==> src/rtl/tw16_pkg.sv <==
package tw16_pkg;

   typedef enum logic [2:0] {
      LK_IDLE,
      LK_RX,
      LK_ACKO,
      LK_TX,
      LK_ACKI,
      LK_SKIP
   } lk_state_t;

   typedef enum logic [1:0] {
      WC_REG,
      WC_HI,
      WC_LO,
      WC_BSKIP
   } wctx_t;

   function automatic logic [6:0] strap_to_dev(input logic [6:0] base, input logic [1:0] s);
      return base | {2'b00, s[1], 1'b0, s[0], 2'b00};
   endfunction

endpackage

==> src/rtl/tw16_sync.sv <==
module tw16_sync #(
   parameter int STAGES = 2
) (
   input  logic clk,
   input  logic rst_n,
   input  logic scl_i,
   input  logic sda_i,
   output logic scl_s,
   output logic sda_s,
   output logic scl_rise,
   output logic scl_fall,
   output logic start_evt,
   output logic stop_evt
);

   if (STAGES < 2) begin : g_bad_stages
      $error("tw16_sync: STAGES must be at least 2");
   end

   logic [STAGES-1:0] scl_q, sda_q;
   logic              scl_p, sda_p;

   always_ff @(posedge clk or negedge rst_n) begin
      if (!rst_n) begin
         scl_q <= '1;
         sda_q <= '1;
         scl_p <= 1'b1;
         sda_p <= 1'b1;
      end else begin
         scl_q <= {scl_q[STAGES-2:0], scl_i};
         sda_q <= {sda_q[STAGES-2:0], sda_i};
         scl_p <= scl_q[STAGES-1];
         sda_p <= sda_q[STAGES-1];
      end
   end

   assign scl_s     = scl_q[STAGES-1];
   assign sda_s     = sda_q[STAGES-1];
   assign scl_rise  = scl_s & ~scl_p;
   assign scl_fall  = ~scl_s & scl_p;
   assign start_evt = scl_s & scl_p & sda_p & ~sda_s;
   assign stop_evt  = scl_s & scl_p & ~sda_p & sda_s;

endmodule

==> src/rtl/tw16_link.sv <==
module tw16_link
   import tw16_pkg::*;
#(
   parameter int BYTE_W = 8
) (
   input  logic              clk,
   input  logic              rst_n,
   input  logic              scl_s,
   input  logic              sda_s,
   input  logic              scl_rise,
   input  logic              scl_fall,
   input  logic              start_evt,
   input  logic              stop_evt,
   input  logic [BYTE_W-2:0] dev7,
   input  logic [BYTE_W-1:0] tx_byte,
   output logic              sda_oe,
   output logic              wr_vld,
   output logic [BYTE_W-1:0] wr_data,
   output logic              rd_take
);

   localparam int CW = $clog2(BYTE_W + 1);
   localparam logic [CW-1:0] FULL = CW'(BYTE_W);
   localparam logic [CW-1:0] LAST = CW'(BYTE_W - 1);

   lk_state_t         state;
   logic [CW-1:0]     cnt;
   logic [BYTE_W-1:0] sh;
   logic [BYTE_W-1:0] txsh;
   logic              first;
   logic              rd_mode;

   always_ff @(posedge clk or negedge rst_n) begin
      if (!rst_n) begin
         state   <= LK_IDLE;
         cnt     <= '0;
         sh      <= '0;
         txsh    <= '0;
         first   <= 1'b0;
         rd_mode <= 1'b0;
         sda_oe  <= 1'b0;
         wr_vld  <= 1'b0;
         wr_data <= '0;
         rd_take <= 1'b0;
      end else begin
         wr_vld  <= 1'b0;
         rd_take <= 1'b0;
         if (start_evt) begin
            state   <= LK_RX;
            cnt     <= '0;
            first   <= 1'b1;
            rd_mode <= 1'b0;
            sda_oe  <= 1'b0;
         end else if (stop_evt) begin
            state  <= LK_IDLE;
            sda_oe <= 1'b0;
         end else begin
            case (state)
               LK_RX: begin
                  if (scl_rise && cnt < FULL) begin
                     sh  <= {sh[BYTE_W-2:0], sda_s};
                     cnt <= cnt + 1'b1;
                  end else if (scl_fall && cnt == FULL) begin
                     first <= 1'b0;
                     if (first) begin
                        if (sh[BYTE_W-1:1] == dev7) begin
                           rd_mode <= sh[0];
                           sda_oe  <= 1'b1;
                           state   <= LK_ACKO;
                        end else begin
                           state <= LK_SKIP;
                        end
                     end else begin
                        wr_vld  <= 1'b1;
                        wr_data <= sh;
                        sda_oe  <= 1'b1;
                        state   <= LK_ACKO;
                     end
                  end
               end
               LK_ACKO: begin
                  if (scl_fall) begin
                     cnt <= '0;
                     if (rd_mode) begin
                        txsh    <= tx_byte;
                        rd_take <= 1'b1;
                        sda_oe  <= ~tx_byte[BYTE_W-1];
                        state   <= LK_TX;
                     end else begin
                        sda_oe <= 1'b0;
                        state  <= LK_RX;
                     end
                  end
               end
               LK_TX: begin
                  if (scl_fall) begin
                     if (cnt == LAST) begin
                        sda_oe <= 1'b0;
                        state  <= LK_ACKI;
                     end else begin
                        txsh   <= {txsh[BYTE_W-2:0], 1'b0};
                        sda_oe <= ~txsh[BYTE_W-2];
                        cnt    <= cnt + 1'b1;
                     end
                  end
               end
               LK_ACKI: begin
                  if (scl_rise) begin
                     if (sda_s) state <= LK_SKIP;
                  end else if (scl_fall) begin
                     cnt     <= '0;
                     txsh    <= tx_byte;
                     rd_take <= 1'b1;
                     sda_oe  <= ~tx_byte[BYTE_W-1];
                     state   <= LK_TX;
                  end
               end
               default: ;
            endcase
         end
      end
   end


   oe_scl_low_chk: assert property (@(posedge clk) disable iff (!rst_n)
      !$stable(sda_oe) |-> !scl_s);


   stop_release_chk: assert property (@(posedge clk) disable iff (!rst_n)
      stop_evt |=> !sda_oe);


   start_release_chk: assert property (@(posedge clk) disable iff (!rst_n)
      start_evt |=> !sda_oe);

endmodule

==> src/rtl/tw16_regs.sv <==
module tw16_regs
   import tw16_pkg::*;
#(
   parameter int          REG_AW    = 8,
   parameter int          REG_DW    = 16,
   parameter bit          BYTE_EN   = 1'b1,
   parameter logic [7:0]  BYTE_ADDR = 8'hF0
) (
   input  logic              clk,
   input  logic              rst_n,
   input  logic              start_evt,
   input  logic              wr_vld,
   input  logic [7:0]        wr_data,
   input  logic              rd_take,
   output logic [7:0]        tx_byte,
   output logic              rf_we,
   output logic [REG_AW-1:0] rf_addr,
   output logic [REG_DW-1:0] rf_wdata,
   input  logic [REG_DW-1:0] rf_rdata
);

   localparam int HW = REG_DW / 2;

   if (REG_DW != 16) begin : g_bad_dw
      $error("tw16_regs: REG_DW must be 16");
   end
   if (REG_AW > 8 || REG_AW < 1) begin : g_bad_aw
      $error("tw16_regs: REG_AW must be 1 to 8");
   end

   wctx_t             wctx;
   logic [REG_AW-1:0] ptr;
   logic [REG_AW-1:0] wr_addr_q;
   logic [REG_AW-1:0] pend_addr;
   logic              pend_vld;
   logic [HW-1:0]     hi_q;
   logic [HW-1:0]     lo_hold;
   logic [HW-1:0]     shadow;
   logic              rd_half;
   logic              is_b;

   if (BYTE_EN) begin : g_byte
      assign is_b = (ptr == BYTE_ADDR[REG_AW-1:0]);
   end else begin : g_nobyte
      assign is_b = 1'b0;
   end

   assign tx_byte = rd_half ? lo_hold : (is_b ? shadow : rf_rdata[REG_DW-1:HW]);
   assign rf_addr = rf_we ? wr_addr_q : ptr;

   always_ff @(posedge clk or negedge rst_n) begin
      if (!rst_n) begin
         wctx      <= WC_REG;
         ptr       <= '0;
         wr_addr_q <= '0;
         pend_addr <= '0;
         pend_vld  <= 1'b0;
         hi_q      <= '0;
         lo_hold   <= '0;
         shadow    <= '0;
         rd_half   <= 1'b0;
         rf_we     <= 1'b0;
         rf_wdata  <= '0;
      end else begin
         rf_we <= 1'b0;
         if (start_evt) begin
            wctx    <= WC_REG;
            rd_half <= 1'b0;
         end else if (wr_vld) begin
            case (wctx)
               WC_REG: begin
                  ptr  <= wr_data[REG_AW-1:0];
                  wctx <= WC_HI;
               end
               WC_HI: begin
                  if (is_b) begin
                     if (pend_vld) begin
                        rf_we     <= 1'b1;
                        wr_addr_q <= pend_addr;
                        rf_wdata  <= {hi_q, wr_data};
                        pend_vld  <= 1'b0;
                     end
                     wctx <= WC_BSKIP;
                  end else begin
                     hi_q      <= wr_data;
                     pend_addr <= ptr;
                     pend_vld  <= BYTE_EN;
                     wctx      <= WC_LO;
                  end
               end
               WC_LO: begin
                  rf_we     <= 1'b1;
                  wr_addr_q <= ptr;
                  rf_wdata  <= {hi_q, wr_data};
                  ptr       <= ptr + 1'b1;
                  pend_vld  <= 1'b0;
                  wctx      <= WC_HI;
               end
               default: ;
            endcase
         end else if (rd_take) begin
            if (!rd_half) begin
               rd_half <= 1'b1;
               lo_hold <= is_b ? '0 : rf_rdata[HW-1:0];
               if (!is_b) shadow <= rf_rdata[HW-1:0];
            end else begin
               rd_half <= 1'b0;
               ptr     <= ptr + 1'b1;
            end
         end
      end
   end


   we_pulse_chk: assert property (@(posedge clk) disable iff (!rst_n)
      rf_we |=> !rf_we);


   no_byte_reg_write_chk: assert property (@(posedge clk) disable iff (!rst_n)
      rf_we |-> (!BYTE_EN || rf_addr != BYTE_ADDR[REG_AW-1:0]));

endmodule

==> src/rtl/twowire_reg16_slave.sv <==
module twowire_reg16_slave
   import tw16_pkg::*;
#(
   parameter logic [6:0] DEV_BASE       = 7'h48,
   parameter int         SYNC_STAGES    = 2,
   parameter int         REG_AW         = 8,
   parameter int         REG_DW         = 16,
   parameter bit         BYTE_ACCESS_EN = 1'b1,
   parameter logic [7:0] BYTE_REG_ADDR  = 8'hF0
) (
   input  logic              clk,
   input  logic              rst_n,
   input  logic              scl_i,
   input  logic              sda_i,
   output logic              sda_oe,
   input  logic [1:0]        strap,
   output logic              rf_we,
   output logic [REG_AW-1:0] rf_addr,
   output logic [REG_DW-1:0] rf_wdata,
   input  logic [REG_DW-1:0] rf_rdata
);

   localparam int BYTE_W = 8;

   logic              scl_s, sda_s, scl_rise, scl_fall, start_evt, stop_evt;
   logic [6:0]        dev7;
   logic [BYTE_W-1:0] tx_byte, wr_data;
   logic              wr_vld, rd_take;

   assign dev7 = strap_to_dev(DEV_BASE, strap);

   tw16_sync #(.STAGES(SYNC_STAGES)) u_sync (
      .clk(clk), .rst_n(rst_n), .scl_i(scl_i), .sda_i(sda_i),
      .scl_s(scl_s), .sda_s(sda_s), .scl_rise(scl_rise), .scl_fall(scl_fall),
      .start_evt(start_evt), .stop_evt(stop_evt)
   );

   tw16_link #(.BYTE_W(BYTE_W)) u_link (
      .clk(clk), .rst_n(rst_n), .scl_s(scl_s), .sda_s(sda_s),
      .scl_rise(scl_rise), .scl_fall(scl_fall),
      .start_evt(start_evt), .stop_evt(stop_evt), .dev7(dev7),
      .tx_byte(tx_byte), .sda_oe(sda_oe), .wr_vld(wr_vld),
      .wr_data(wr_data), .rd_take(rd_take)
   );

   tw16_regs #(
      .REG_AW(REG_AW), .REG_DW(REG_DW),
      .BYTE_EN(BYTE_ACCESS_EN), .BYTE_ADDR(BYTE_REG_ADDR)
   ) u_regs (
      .clk(clk), .rst_n(rst_n), .start_evt(start_evt),
      .wr_vld(wr_vld), .wr_data(wr_data), .rd_take(rd_take),
      .tx_byte(tx_byte), .rf_we(rf_we), .rf_addr(rf_addr),
      .rf_wdata(rf_wdata), .rf_rdata(rf_rdata)
   );

endmodule

==> config.mk <==
export PLATFORM = sky130hd
export DESIGN_NAME = twowire_reg16_slave
export DESIGN_NICKNAME = d
export VERILOG_FILES = /design/src/rtl/tw16_pkg.sv /design/src/rtl/tw16_sync.sv /design/src/rtl/tw16_link.sv /design/src/rtl/tw16_regs.sv /design/src/rtl/twowire_reg16_slave.sv
export SDC_FILE = /design/constraint.sdc
export NUM_CORES = 1
export LEC_CHECK = 0
export BUFFER_PORTS_ARGS = -buffer_cell sky130_fd_sc_hd__buf_2
export CORE_UTILIZATION = 54
export CTS_CLUSTER_DIAMETER = 30
export CTS_CLUSTER_SIZE = 8
export DETAILED_ROUTE_END_ITERATION = 16
export PLACE_DENSITY = 0.83
export SLEW_MARGIN = 25
export SYNTH_ARGS = -nofsm -noshare
export SYNTH_HDL_FRONTEND = slang
export SYNTH_HIERARCHICAL = 1
export SYNTH_SLANG_ARGS = --single-unit
==> constraint.sdc <==
create_clock -name clk -period 2.2 [get_ports clk]
set_clock_uncertainty 0.15 [all_clocks]
set_input_delay 0 -clock clk [delete_from_list [all_inputs] [get_ports clk]]
set_output_delay 0 -clock clk [all_outputs]
set_load 0.03 [all_outputs]
### Word level (Yosys, flattened, before mapping)

Cells that the tools add are included.
Widths: inputs -> output; s select.

* bits in registers: 110
* bits in latches: 0
* memory bits (writable): 0
* ROM bits: 0
* logic and storage cells: 213
* memories kept: 0

* add/subtract/negate cells: 2
* multipliers: 0
* divide/modulo/power cells: 0
* magnitude comparators: 1
* equality and inequality tests: 36
* shifts and indexed selects: 0
* mux-type cells: 96
* bitwise gates (word level): 20
* reduce and logical (&&, ||, !) cells: 33

Operators with widths (number)
* $mux 8: 9
* $mux 1: 46
* $mux 7: 6
* $mux 3: 12
* $mux 16: 2
* $pmux 16 s2: 1
* $pmux 8 s2: 2
* $mux 4: 7
* $pmux 7 s3: 1
* $ne 4x3->1 const B: 5
* $reduce_and 4->1: 5
* $reduce_and 6->1: 3
* $reduce_bool 2->1: 9
* $pmux 4 s4: 1
* $reduce_and 8->1: 2
* $not 1->1: 13
* $ne 2x1->1 const B: 6
* $pmux 3 s4: 1
* $ne 2x2->1 const B: 5
* $ne 5x5->1 const B: 2
* $reduce_and 5->1: 2
* $ne 3x3->1 const B: 3
* $reduce_and 9->1: 1
* $add 8x1->8 const B: 1
* other kinds (27): 43

### Logic depth before layout (Yosys ltp)

* depth in word-level cells: 9
* gate-level depth with buffers: 10
* depth with buffers taken out: 9

### Cells and area by module

Netlist, hierarchy kept.

Modules (own cells, without submodules)
* tw16_regs: instances 1, cells an instance 258, area an instance 3435.8 um^2, sequential area each 1726.7 um^2
* tw16_link: instances 1, cells an instance 174, area an instance 1885.6 um^2, sequential area each 875.8 um^2
* tw16_sync: instances 1, cells an instance 10, area an instance 190.2 um^2, sequential area each 157.7 um^2
* twowire_reg16_slave: instances 1, cells an instance 2, area an instance 7.5 um^2, sequential area each 0.0 um^2

### Worst setup path before layout

OpenSTA, ideal clock, no wires.

* path type: register -> register
* start: register u_sync.sda_q[1]
* end: register u_link.wr_data[0]
* setup time: 0.125 ns
* data arrival time: 2.090 ns
* data required time: 1.925 ns
* setup slack: -0.165 ns
* cell stages (with the launch flop): 6
* clock period less this slack: 2.365 ns
* path through: dfstp_2 and4b_1 or2_2 clkbuf_1 nor4_4 mux2_2

* word-level cells in the longest chain between the ends: 4

Ends and longest elaborated chain
* start, declared: line tw16_sync.sv:20 `logic [STAGES-1:0] scl_q, sda_q;`
* start signal, assigned: line tw16_sync.sv:31 `sda_q <= {sda_q[STAGES-2:0], sda_i};`
* $not 1->1: line tw16_sync.sv:41 `assign start_evt = scl_s & scl_p & sda_p & ~sda_s;`
* $and 1x1->1: line tw16_sync.sv:41
* via start_evt: line twowire_reg16_slave.sv:25 `logic scl_s, sda_s, scl_rise, scl_fall, start_evt, stop_evt;`
* $not 1->1 (no source line)
* $reduce_and 6->1 (no source line)
* end signal, assigned: line tw16_link.sv:75 `wr_data <= sh;`
* end, declared: line tw16_link.sv:18 `output logic [BYTE_W-1:0] wr_data,`

The timed path passes the listed nets, and every way through them passes these cells.
A chain may end at the register's enable or synchronous reset.

### Final worst setup path

* start: register u_link.state[0]
* end: register u_link.state[2]

* word-level cells in the longest chain between the ends: 4

Ends and longest elaborated chain
* start, declared: line tw16_link.sv:26 `lk_state_t state;`
* start signal, assigned: line tw16_link.sv:35 `state <= LK_IDLE;`
* start signal, assigned: line tw16_link.sv:49 `state <= LK_RX;`
* start signal, assigned: line tw16_link.sv:55 `state <= LK_IDLE;`
* $eq 3x3->1, or another cell as far along: line tw16_link.sv:58 `case (state)`
* $pmux 3 s4: line tw16_link.sv:58
* $mux 3: line tw16_link.sv:54 `end else if (stop_evt) begin`
* $mux 3: line tw16_link.sv:48 `if (start_evt) begin`

Parallel ways exist; a longest one is shown, timed or not.

==> summary.txt <==
Floorplanning
  • IO Count: 48
  • Initial Util: 56.2%
  • Die width: 103 um
  • Core box area: 9820 um2
  • Die Y: 103 um
  • Core Rows: 36
  • Die area: about 11000 um2

STA
  • FMAX: 458 MHz
  • Min cycle time layout: between 2 and 2.5 ns
  • Final setup fails: 0
  • Fin. max-slew vios: 0
  • Hold Vio Cnt, Final: 0
  • Slew headroom: 43.5%
  • Worst Tran Pin Value: 0.845 ns
  • Setup TNS Final: 0 ns
  • Final worst-path cycle share: roughly 99%
  • RSZ-0062 raised after global routing: yes

Clock tree
  • Root cell of the clock tree: clkbuf_8
  • Clock transition at the registers of the reported paths: 0.11 ns
  • Clk_lat worst skew: 0.38 ns
  • CTS tree: built
  • CTS Sinks: 110
  • CTS buffer count: 9
  • H-tree levels: 3
  • Clk buf depth: 2

GRT
  • Met1 Track Usage GR: 29.8%
  • Layer with the highest usage: met2
  • First-pass GRT wire length: 18500 um
  • Antenna violations before repair: 0
  • Largest net degree at the start of global routing: 67
  • GRT met3 Usage: between 4 and 5%
  • Overall global routing resource usage: 23.3%
  • GR Overflow Total: 0
  • Vias in the first global route: 3782
  • Met2 GRT Util: just under 40%

Critical path
  • Startpoint class of the critical path: flop
  • Critical path arrival: 2.30 ns
  • Setup crit start: u_link/state[0]
  • WS Path Type: flop to flop
  • CP Cell Sequence: buf_4 -> or3b_1 -> o211ai_1 -> o22ai_2 -> buf_4 -> o41ai_4
  • CP max-delay cell: dfrtp_1
  • Crit path buf inv count: 2
  • Worst EP required: roughly 2.3 ns
  • Worst Path Max Fanout: 7
  • Max incr delay on CP: around 0.49 ns
  • Most used cell along the critical path: buf_4
  • Largest delay share family, worst path: compound AO/OA/AOI/OAI gates
  • Worst reg2reg startpoint: u_link/state[0]
  • Crit. End Element: flop

Pwr
  • P_leak: about 0.0033 uW
  • Peak VDD IR: 616 uV
  • Cell Pwr Density: 738 nW/um2

Routing
  • Via count: roughly 3900
  • Iteration-0 DRC Markers: 194
  • Final wirelength: 12500 um
  • First-pass iteration count of the detailed router: 4
  • Post-DRT Antenna Nets: 0
  • Detailed-route DRC error count: 0
  • Per-cell routed wire length: 17.9 um
  • Via-per-instance ratio: around 5.6

Synthesis
  • Commonest cells post-synth: dfrtp_1 (104), mux2_2 (46), mux2_4 (32), a21oi_1 (28), nand2_1 (27)
  • Ys Warns: 6
  • Share of the synthesized area in the top cell type: 47.2%
  • Syn avg cell area: 12.4 um2
  • Area leader, netlist: dfrtp_1
  • Most frequent cell after synthesis: dfrtp_1
  • Seq/Total Area, Yosys: 50.0%
  • Count of cell types in the netlist: 62
  • Ys flop type: dfrtp_1
  • Post-synth EDFFs: 0
  • Synthesized flop and latch total: 110
  • Most area-consuming cells after synthesis: dfrtp_1 (47%), mux2_2 (9.4%), mux2_4 (8.7%)
  • Synth Cell Area: 5520 um2
  • Post-synthesis cell count: 444
  • Post-synth ARST share: 100%

Outcome
  • Outcome: finished, final reports clean

Layout
  • Layout cells sized above 1: 41.4%
  • Fillcell total: 692
  • Util after Layout: 68.8%
  • P&R area growth vs syn: 22.4%
  • Final instance area: 6760 um2
  • Final net count: roughly 590
  • Layout Cells excl Fill: 698
  • Ant diodes: 0

Flow run
  • Max cap viols: 0

Place
  • GPL Wtd Cong: 0.926
  • Post-place instance area: 6090 um2
  • Placed insts: approximately 640
  • Post-DP HPWL: ~8000 um
  • Port bufs: 47

Hold path
  • Hold_sp: rf_rdata[10]
  • Worst min path class: input pin to flop
what timing repair did:
| item | CTS | global route |
|---|---|---|
| gates cloned | 0 | 5 |
| endpoints found under the hold margin | 126 | 0 |
| resized for setup | 2 | 23 |
| pin swaps | 1 | 8 |
| endpoints found under the setup margin | 3 | 50 |
| hold buffers | 15 | 0 |
| setup buffers | 0 | 18 |
stage by stage:
step	power (uW)	hold slack (ns)	worst slack, ns
2_1_floorplan	3350	-0.446	-0.0653
3_3_place_gp	3640	-0.245	0.0256
3_5_place_dp	3710	-0.247	-0.0376
4_1_cts	4860	0.00340	0.00868
5_1_grt	5250	0.0232	-0.0738
6_report	4980	0.0120	0.0185
worst paths after layout:
check	endpoint	slack [ns]	cells past startpoint
min in group asynchronous	u_regs/hi_q[5]	0.03	3
hold reg to reg	u_sync/scl_q[1]	0.21	0
setup reg to reg	u_link/state[2]	0.02	6
setup / recovery	u_link/state[2]	0.02	6
max in group asynchronous	u_regs/pend_addr[2]	0.66	3
hold / removal	u_link/txsh[2]	0.01	5
cell usage in the layout, fill, tap and decap left out, types with 3 or more instances in the layout:
cell type,synthesis,layout
a2bb2oi_1,4,4
nand2_2,0,3
dfstp_2,6,6
nor3_1,3,3
inv_1,12,12
conb_1,2,5
nand2_1,27,23
mux2_2,46,36
nand3_1,5,5
mux2_4,32,42
nor2_1,25,23
o22ai_1,7,6
clkinv_4,0,4
ha_1,7,7
clkbuf_8,0,10
buf_4,0,51
xor2_1,7,7
mux2i_1,19,19
nand2b_1,5,5
nand3b_1,4,4
dlygate4sd3_1,0,15
nor2b_1,6,4
dfrtp_1,104,104
o21ai_0,18,18
a22o_1,9,9
buf_2,5,46
a21oi_1,28,28
a21o_1,3,3
buf_12,4,5
layer usage:
metal	up-vias	part of all wire, %
li1	1826	-
met1	1958	43
met2	93	51
met3	22	4.0
met4	0	1.6
met5	-	0
logic make-up after synthesis:
group,after synthesis,share of synthesized area [%]
AO/OA/AOI/OAI,88,10.8
flip-flops,110,50.0
buffers and inverters,32,4.01
multiplexers,97,21.5
adder cells (fa/ha/maj),7,1.59
AND/OR/NAND/NOR,100,10.7
other,2,0.136
XOR/XNOR,8,1.27
layout make-up:
type,instances,area [um2],area share [%]
clock buffers,10,138,2.04
inverters,12,45.0,0.667
well taps,133,166,2.46
clock inverters,6,47.5,0.704
repair buffers,120,925,13.7
multi-input cells,307,2680,39.6
flip-flops and latches,110,2760,40.9
worst register-to-register path, cell delays in order, from the launching register on:
cell and delay, ns:
dfrtp_1 0.49, buf_4 0.20, or3b_1 0.42, o211ai_1 0.15, o22ai_2 0.18, buf_4 0.18, o41ai_4 0.31
state kept, by name (all words and copies together) (netlist names), 2 cells and up:
signal,cells
u_link/wr_data,8
u_sync/sda_q,2
u_regs/shadow,8
u_link/cnt,4
u_regs/rf_wdata,16
u_sync/scl_q,2
u_regs/pend_addr,8
u_regs/lo_hold,8
u_link/txsh,7
u_regs/ptr,8
u_link/state,3
u_regs/wr_addr_q,8
u_regs/wctx,2
u_link/sh,8
u_regs/hi_q,8
where the power goes:
group	internal [uW]	switching, uW	leakage, uW
registers	2290	260	0.00147
clock network	448	678	0.0000924
logic	670	637	0.00173
(Power assumes the default switching activity.)
